==> src/rtl/sleep_seq_pkg.sv <==
// Package: shared state encoding of the processor sleep-state sequencer.
// Assumes: nothing; holds types only.
package sleep_seq_pkg;

    typedef enum logic [2:0] {
        ST_IDLE  = 3'd0,  // awake
        ST_LIGHT = 3'd1,  // stop-clock only
        ST_ENT_A = 3'd2,  // deep entry, stop-clock held, gap running
        ST_ENT_B = 3'd3,  // deep entry, sleep applied, gap running
        ST_DEEP  = 3'd4,  // deep state fully entered
        ST_EXT_B = 3'd5,  // deep exit, clock-stop dropped, gap running
        ST_EXT_A = 3'd6   // deep exit, sleep dropped, gap running
    } sleep_st_e;

endpackage

==> src/rtl/sleep_io_decode.sv <==
// Module: decodes the two sleep locations on the I/O bus, produces the
// one-cycle acknowledge and the all-zero read data.
// Assumes: io_rd and io_wr are single-cycle strobes, never both high.
module sleep_io_decode #(
    parameter int ADDR_W  = 8,
    parameter int DATA_W  = 8,
    parameter logic [ADDR_W-1:0] L2_ADDR = 'h24,
    parameter logic [ADDR_W-1:0] L3_ADDR = 'h25
) (
    input  logic              clk,
    input  logic              rst_n,
    input  logic              io_rd,
    input  logic              io_wr,
    input  logic [ADDR_W-1:0] io_addr,
    output logic              rd_light,
    output logic              rd_deep,
    output logic              io_ack,
    output logic [DATA_W-1:0] io_rdata
);

    logic hit_light, hit_deep, ack_q;

    // address match for each location
    always_comb begin
        hit_light = (io_addr == L2_ADDR);
        hit_deep  = (io_addr == L3_ADDR);
    end

    // read side effects are the only entry triggers
    assign rd_light = io_rd & hit_light;
    assign rd_deep  = io_rd & hit_deep;

    // acknowledge one cycle after any access to a sleep location
    always_ff @(posedge clk) begin
        if (!rst_n) ack_q <= 1'b0;
        else        ack_q <= (io_rd | io_wr) & (hit_light | hit_deep);
    end

    assign io_ack   = ack_q;
    assign io_rdata = '0;

endmodule

==> src/rtl/sleep_wake_detect.sv <==
// Module: merges the three wake sources and holds a wake seen during
// deep-state entry until the sequencer can act on it.
// Assumes: wake sources are already synchronous to clk.
module sleep_wake_detect (
    input  logic clk,
    input  logic rst_n,
    input  logic wake_intr,
    input  logic wake_smi,
    input  logic wake_sci,
    input  logic in_entry,
    output logic wake_now
);

    logic any_wake, pend_q;

    // any source wakes
    assign any_wake = wake_intr | wake_smi | wake_sci;

    // remember wakes during entry, forget them once entry is over
    always_ff @(posedge clk) begin
        if (!rst_n)        pend_q <= 1'b0;
        else if (in_entry) pend_q <= pend_q | any_wake;
        else               pend_q <= 1'b0;
    end

    assign wake_now = any_wake | pend_q;

endmodule

==> src/rtl/sleep_state_fsm.sv <==
// Module: sleep-state machine with a gap counter that spaces the deep
// entry and exit steps, and derives the processor-facing outputs.
// Assumes: GAP >= 1; configuration is latched at deep entry.
module sleep_state_fsm
    import sleep_seq_pkg::*;
#(
    parameter int GAP = 3
) (
    input  logic clk,
    input  logic rst_n,
    input  logic rd_light,
    input  logic rd_deep,
    input  logic wake_now,
    input  logic cfg_host_stop,
    input  logic cfg_sleep_en,
    output logic in_entry,
    output logic stpclk_o,
    output logic slp_o,
    output logic cpustp_o,
    output logic busy_o
);

    localparam int CNT_W = (GAP < 2) ? 1 : $clog2(GAP);
    localparam logic [CNT_W-1:0] CNT_LAST = CNT_W'(GAP - 1);

    sleep_st_e        st_q, st_d;
    logic [CNT_W-1:0] cnt_q;
    logic             host_q, slpen_q;
    logic             timed, gap_done;

    // states that wait out a gap
    always_comb begin
        timed    = (st_q == ST_ENT_A) || (st_q == ST_ENT_B) ||
                   (st_q == ST_EXT_B) || (st_q == ST_EXT_A);
        gap_done = timed && (cnt_q == CNT_LAST);
    end

    // next-state selection
    always_comb begin
        st_d = st_q;
        unique case (st_q)
            ST_IDLE:  if (rd_deep) st_d = ST_ENT_A;
                      else if (rd_light) st_d = ST_LIGHT;
            ST_LIGHT: if (wake_now) st_d = ST_IDLE;
            ST_ENT_A: if (gap_done) st_d = ST_ENT_B;
            ST_ENT_B: if (gap_done) st_d = ST_DEEP;
            ST_DEEP:  if (wake_now) st_d = ST_EXT_B;
            ST_EXT_B: if (gap_done) st_d = ST_EXT_A;
            ST_EXT_A: if (gap_done) st_d = ST_IDLE;
            default:  st_d = ST_IDLE;
        endcase
    end

    // state register
    always_ff @(posedge clk) begin
        if (!rst_n) st_q <= ST_IDLE;
        else        st_q <= st_d;
    end

    // gap counter, restarts on every step
    always_ff @(posedge clk) begin
        if (!rst_n || !timed || gap_done) cnt_q <= '0;
        else                             cnt_q <= cnt_q + 1'b1;
    end

    // configuration latched at deep entry
    always_ff @(posedge clk) begin
        if (!rst_n) begin
            host_q  <= 1'b0;
            slpen_q <= 1'b0;
        end else if (st_q == ST_IDLE && rd_deep) begin
            host_q  <= cfg_host_stop;
            slpen_q <= cfg_sleep_en;
        end
    end

    // processor-facing outputs decoded from state
    always_comb begin
        stpclk_o = (st_q != ST_IDLE);
        slp_o    = slpen_q && ((st_q == ST_ENT_B) || (st_q == ST_DEEP) ||
                               (st_q == ST_EXT_B));
        cpustp_o = host_q && (st_q == ST_DEEP);
        busy_o   = (st_q != ST_IDLE);
        in_entry = (st_q == ST_ENT_A) || (st_q == ST_ENT_B);
    end

endmodule

==> src/rtl/cpu_sleep_seq.sv <==
// Module: top of the processor sleep-state sequencer. Connects I/O
// decode, wake detection and the state machine.
// Assumes: synchronous inputs; io_rd and io_wr never high together.
module cpu_sleep_seq #(
    parameter int ADDR_W  = 8,
    parameter int DATA_W  = 8,
    parameter logic [ADDR_W-1:0] L2_ADDR = 'h24,
    parameter logic [ADDR_W-1:0] L3_ADDR = 'h25,
    parameter int GAP     = 3
) (
    input  logic              clk,
    input  logic              rst_n,
    input  logic              io_rd,
    input  logic              io_wr,
    input  logic [ADDR_W-1:0] io_addr,
    output logic              io_ack,
    output logic [DATA_W-1:0] io_rdata,
    input  logic              cfg_host_stop,
    input  logic              cfg_sleep_en,
    input  logic              wake_intr,
    input  logic              wake_smi,
    input  logic              wake_sci,
    output logic              stpclk_o,
    output logic              slp_o,
    output logic              cpustp_o,
    output logic              busy_o
);

    logic rd_light, rd_deep, wake_now, in_entry;

    sleep_io_decode #(
        .ADDR_W(ADDR_W), .DATA_W(DATA_W),
        .L2_ADDR(L2_ADDR), .L3_ADDR(L3_ADDR)
    ) u_dec (
        .clk(clk), .rst_n(rst_n), .io_rd(io_rd), .io_wr(io_wr),
        .io_addr(io_addr), .rd_light(rd_light), .rd_deep(rd_deep),
        .io_ack(io_ack), .io_rdata(io_rdata)
    );

    sleep_wake_detect u_wake (
        .clk(clk), .rst_n(rst_n), .wake_intr(wake_intr),
        .wake_smi(wake_smi), .wake_sci(wake_sci),
        .in_entry(in_entry), .wake_now(wake_now)
    );

    sleep_state_fsm #(.GAP(GAP)) u_fsm (
        .clk(clk), .rst_n(rst_n), .rd_light(rd_light), .rd_deep(rd_deep),
        .wake_now(wake_now), .cfg_host_stop(cfg_host_stop),
        .cfg_sleep_en(cfg_sleep_en), .in_entry(in_entry),
        .stpclk_o(stpclk_o), .slp_o(slp_o), .cpustp_o(cpustp_o),
        .busy_o(busy_o)
    );

endmodule

==> config.mk <==
export PLATFORM = sky130hd
export DESIGN_NAME = cpu_sleep_seq
export DESIGN_NICKNAME = d
export VERILOG_FILES = /design/src/rtl/sleep_seq_pkg.sv /design/src/rtl/sleep_io_decode.sv /design/src/rtl/sleep_wake_detect.sv /design/src/rtl/sleep_state_fsm.sv /design/src/rtl/cpu_sleep_seq.sv
export SDC_FILE = /design/constraint.sdc
export NUM_CORES = 1
export LEC_CHECK = 0
export ABC_AREA = 1
export BUFFER_PORTS_ARGS = -buffer_cell sky130_fd_sc_hd__buf_4
export CAP_MARGIN = 20
export CORE_UTILIZATION = 48
export CTS_CLUSTER_DIAMETER = 40
export DETAILED_ROUTE_END_ITERATION = 16
export GPL_TIMING_DRIVEN = 0
export PLACE_DENSITY = 0.9
export SYNTH_ARGS = -nofsm -noshare
export SYNTH_HDL_FRONTEND = slang
export SYNTH_HIERARCHICAL = 1
export SYNTH_SLANG_ARGS = --single-unit
==> constraint.sdc <==
create_clock -name clk -period 1.6 [get_ports clk]
set_input_delay 0.08 -clock clk [delete_from_list [all_inputs] [get_ports clk]]
set_output_delay 0.08 -clock clk [all_outputs]
set_load 0.01 [all_outputs]
==> key figures <==
Pwr
  – Leak: just under 0.5 nW
  – Worst IR Drop VDD: 0.666 mV
  – Power density over the cells: 1200 nW/µm²

GRT
  – Antenna violations before repair: 0
  – M3 GR Usage: 7.51%
  – First-pass GRT wire length: between 2 and 2.5 mm
  – Overall track demand over capacity in global routing: between 20% and 30%
  – Number of global-route vias before repair: 587
  – Met2 track demand over resource in global routing: between 30% and 40%
  – Grt ovf: 0
  – Grt peak-use layer: met2
  – Global routing met1 resource utilization: 24.2%
  – Maximum number of pins on one net before global-route repair: 9

Timing
  – Number of hold-slack violations in the final timing report: 0
  – Count of final setup violators: 0
  – Clock tree skew after final layout: 0.00506 ns
  – Setup repair after global routing missed its margin: no
  – Shortest period the worst path allows: around 1.5 ns
  – Fmax: 675 MHz
  – Number of pins exceeding their max-slew limit in the final report: 0
  – Setup TNS: 0 ns
  – Setup ws final: 0.119 ns
  – Fin crit share: 92.5%

Synth
  – Post-Synthesis Cells: between 100 and 150
  – Proportion of netlist area held by the largest area contributor: 27.4%
  – Synth cell types: 17
  – Cell type contributing the most total cell area after synthesis: sky130_fd_sc_hd__dfxtp_1
  – Number of flip-flops and latches in the synthesized netlist: 9
  – Sequential element share of the synthesized area: 27.4%
  – YS warnings: 6
  – Synthesized area per cell: slightly above 6 µm²
  – Largest cells by area after synthesis: sky130_fd_sc_hd__dfxtp_1, sky130_fd_sc_hd__nand2_1, sky130_fd_sc_hd__buf_4
  – Mapped Area: between 600 and 700 µm²

Final layout
  – Fin nets: 157
  – Commonest non-fill, non-tap cell in the layout: sky130_fd_sc_hd__buf_4
  – Number of diodes added for antenna fixing: 0
  – Commonest non-fill, non-tap cells in the layout: sky130_fd_sc_hd__buf_4, sky130_fd_sc_hd__nand2_1, sky130_fd_sc_hd__nor2_1, sky130_fd_sc_hd__inv_1, sky130_fd_sc_hd__nand3_1
  – End-of-flow core utilization: 74.6%
  – Non-Filler Cell Area, Final: 885 µm²
  – Area Overhead vs Synth: 34.7%
  – Number of standard cells in the layout, taps in and fillers out: 152
  – Layout cell share with drive strength beyond 1: roughly 33%

Clock network
  – Clock Root Buffer: sky130_fd_sc_hd__clkbuf_4
  – Max Buffers Root-to-Sink: 2
  – Clock slew seen by the registers of the worst setup and hold paths: 0.06 ns
  – TritonCTS clock tree: built
  – Hold-fix buffers at CTS: 0
  – Post_cts resized: 0
  – Number of clock sinks: 9
  – Number of levels in the clock H-tree: 1
  – CTS Buf Count: 3
  – Number of setup buffers added after CTS: 0
  – Clock latency reported for the late side of the worst-skew pair: 0.26 ns

Setup path
  – Required @ worst endpoint: 1.52 ns
  – Number of buffers and inverters on the critical path: 2
  – Logic depth of the worst register-to-register path: 7
  – Kind of cell with the highest combined delay on the critical path: flip-flops
  – Count of cell instances traversed by the critical path: 5
  – CP arrival: 1.40 ns
  – Setup slack, reg-to-reg: 0.34 ns
  – Critical-path cell with the highest stage delay: sky130_fd_sc_hd__dfxtp_1
  – Ordered list of cells on the worst path: inv_2 > o21ai_0 > o21ai_0 > nor2_1 > buf_4
  – Maximum net fanout on the critical path: 5
  – Critical path endpoint category: output pin
  – Worst stage delay on the critical path: roughly 0.46 ns
  – Worst Path Class, Setup: register to output pin
  – CP Launch Type: register
  – Crit-path most repeated cell: sky130_fd_sc_hd__o21ai_0

Placed design
  – Post-DP Area: approximately 860 µm²
  – Post-detailed-placement half-perimeter wirelength: 1.01 mm
  – Number of buffers inserted by port buffering: 21
  – Total placed cells including tap cells: 148
  – Final Wtd Congestion: between 0.8 and 0.9
  – Place WS: a little over 0.3 ns

Route
  – Average wire per cell in the routed design: 8.78 µm
  – Initial DRC count: 25
  – Detailed-route via count: 714
  – Mean number of vias per cell: roughly 4.7
  – Number of antenna-violating nets in the routed design: 0
  – Count of TritonRoute iterations in the first routing pass: 4
  – Post-detailed-route DRC marker count: 0
  – Routed WL: 1.34 mm

Die
  – Horizontal die dimension: ~39 µm
  – CORE AREA: 1190 µm²
  – Die Area: 1520 µm²
  – Std-Cell Rows: 12
  – Top-level I/O count: 30
  – Initial standard-cell utilization of the core: 55.4%
  – Die extent in y: 39.0 µm

Run
  – Max Cap Violations: 0

Outcome
  – Run status: finished, final reports clean

Worst hold path
  – Tightest Hold Check Type: input pin to register
  – Worst hold path stage count: 3
-- cell type report --
class	instances	area, µm²
fill	99	302
sequential	9	180
multi-input combinational	77	360
buffer	10	78.8
inverter	17	63.8
timing repair buffer	21	158
tap	14	17.5
clock buffer	4	26.3
-- path summary, 6_finish.rpt --
check,endpoint,start
setup / recovery,slp_o,u_fsm/st_q[0]
hold / removal,u_wake/pend_q,wake_intr
setup reg to reg,u_fsm/st_q[0],u_fsm/st_q[2]
hold reg to reg,u_fsm/cnt_q[0],u_fsm/cnt_q[0]
-- cell families after synthesis --
logic type,synth area share [%]
AOI/OAI and AO/OA,9.71
adders and majority gates,1.90
buffers and inverters,21.7
DFF,27.4
other,0.571
and+or+nand+nor,38.7
-- per-stage QoR --
| step | power, W | hold WS (ns) |
|---|---|---|
| after floorplan | 0.000730 | 0.201 |
| after global placement | 0.000856 | 0.329 |
| after detailed placement | 0.000879 | 0.349 |
| after CTS | 0.00106 | 0.0767 |
| after global routing | 0.00115 | 0.104 |
| final | 0.00107 | 0.0876 |
-- cells in the mapped netlist --
| library cell | number |
|---|---|
| sky130_fd_sc_hd__nand2_1 | 21 |
| sky130_fd_sc_hd__nor2_1 | 16 |
| sky130_fd_sc_hd__inv_1 | 15 |
| sky130_fd_sc_hd__nand3_1 | 11 |
| sky130_fd_sc_hd__buf_4 | 9 |
| sky130_fd_sc_hd__dfxtp_1 | 9 |
| sky130_fd_sc_hd__a21oi_1 | 6 |
| sky130_fd_sc_hd__o21ai_0 | 5 |
| sky130_fd_sc_hd__nand2_2 | 3 |
| sky130_fd_sc_hd__inv_2 | 2 |
| sky130_fd_sc_hd__nor2_2 | 2 |
| sky130_fd_sc_hd__nor2_4 | 2 |
| sky130_fd_sc_hd__a21oi_2 | 1 |
| sky130_fd_sc_hd__buf_6 | 1 |
| sky130_fd_sc_hd__conb_1 | 1 |
| sky130_fd_sc_hd__ha_1 | 1 |
| sky130_fd_sc_hd__or2_2 | 1 |
-- layer usage --
| layer | vias to the layer above | part of all wire, % |
|---|---|---|
| met1 | 304 | 43 |
| met5 | - | 0 |
| met3 | 2 | 8.2 |
| met4 | 0 | 0.97 |
| met2 | 34 | 48 |
| li1 | 374 | - |
-- worst register-to-register path, stage by stage (launching register included) --
cell and delay (ns):
sky130_fd_sc_hd__dfxtp_1 0.48, sky130_fd_sc_hd__inv_2 0.13, sky130_fd_sc_hd__nand2_1 0.10, sky130_fd_sc_hd__nand3_1 0.12
sky130_fd_sc_hd__nand2_2 0.14, sky130_fd_sc_hd__nand3_1 0.10, sky130_fd_sc_hd__nand2_1 0.07, sky130_fd_sc_hd__nor2_1 0.03
-- state kept, by name, summed over array words and instances (netlist names) --
name	flops
u_dec/io_ack	1
u_fsm/cnt_q	2
u_fsm/host_q	1
u_fsm/slpen_q	1
u_fsm/st_q	3
u_wake/pend_q	1
-- power breakdown --
part,internal (W),switching [W]
Clock,0.0000961,0.0000793
Sequential,0.000267,0.0000441
Combinational,0.000250,0.000330
No activity file was read; power rests on OpenSTA's default activity.
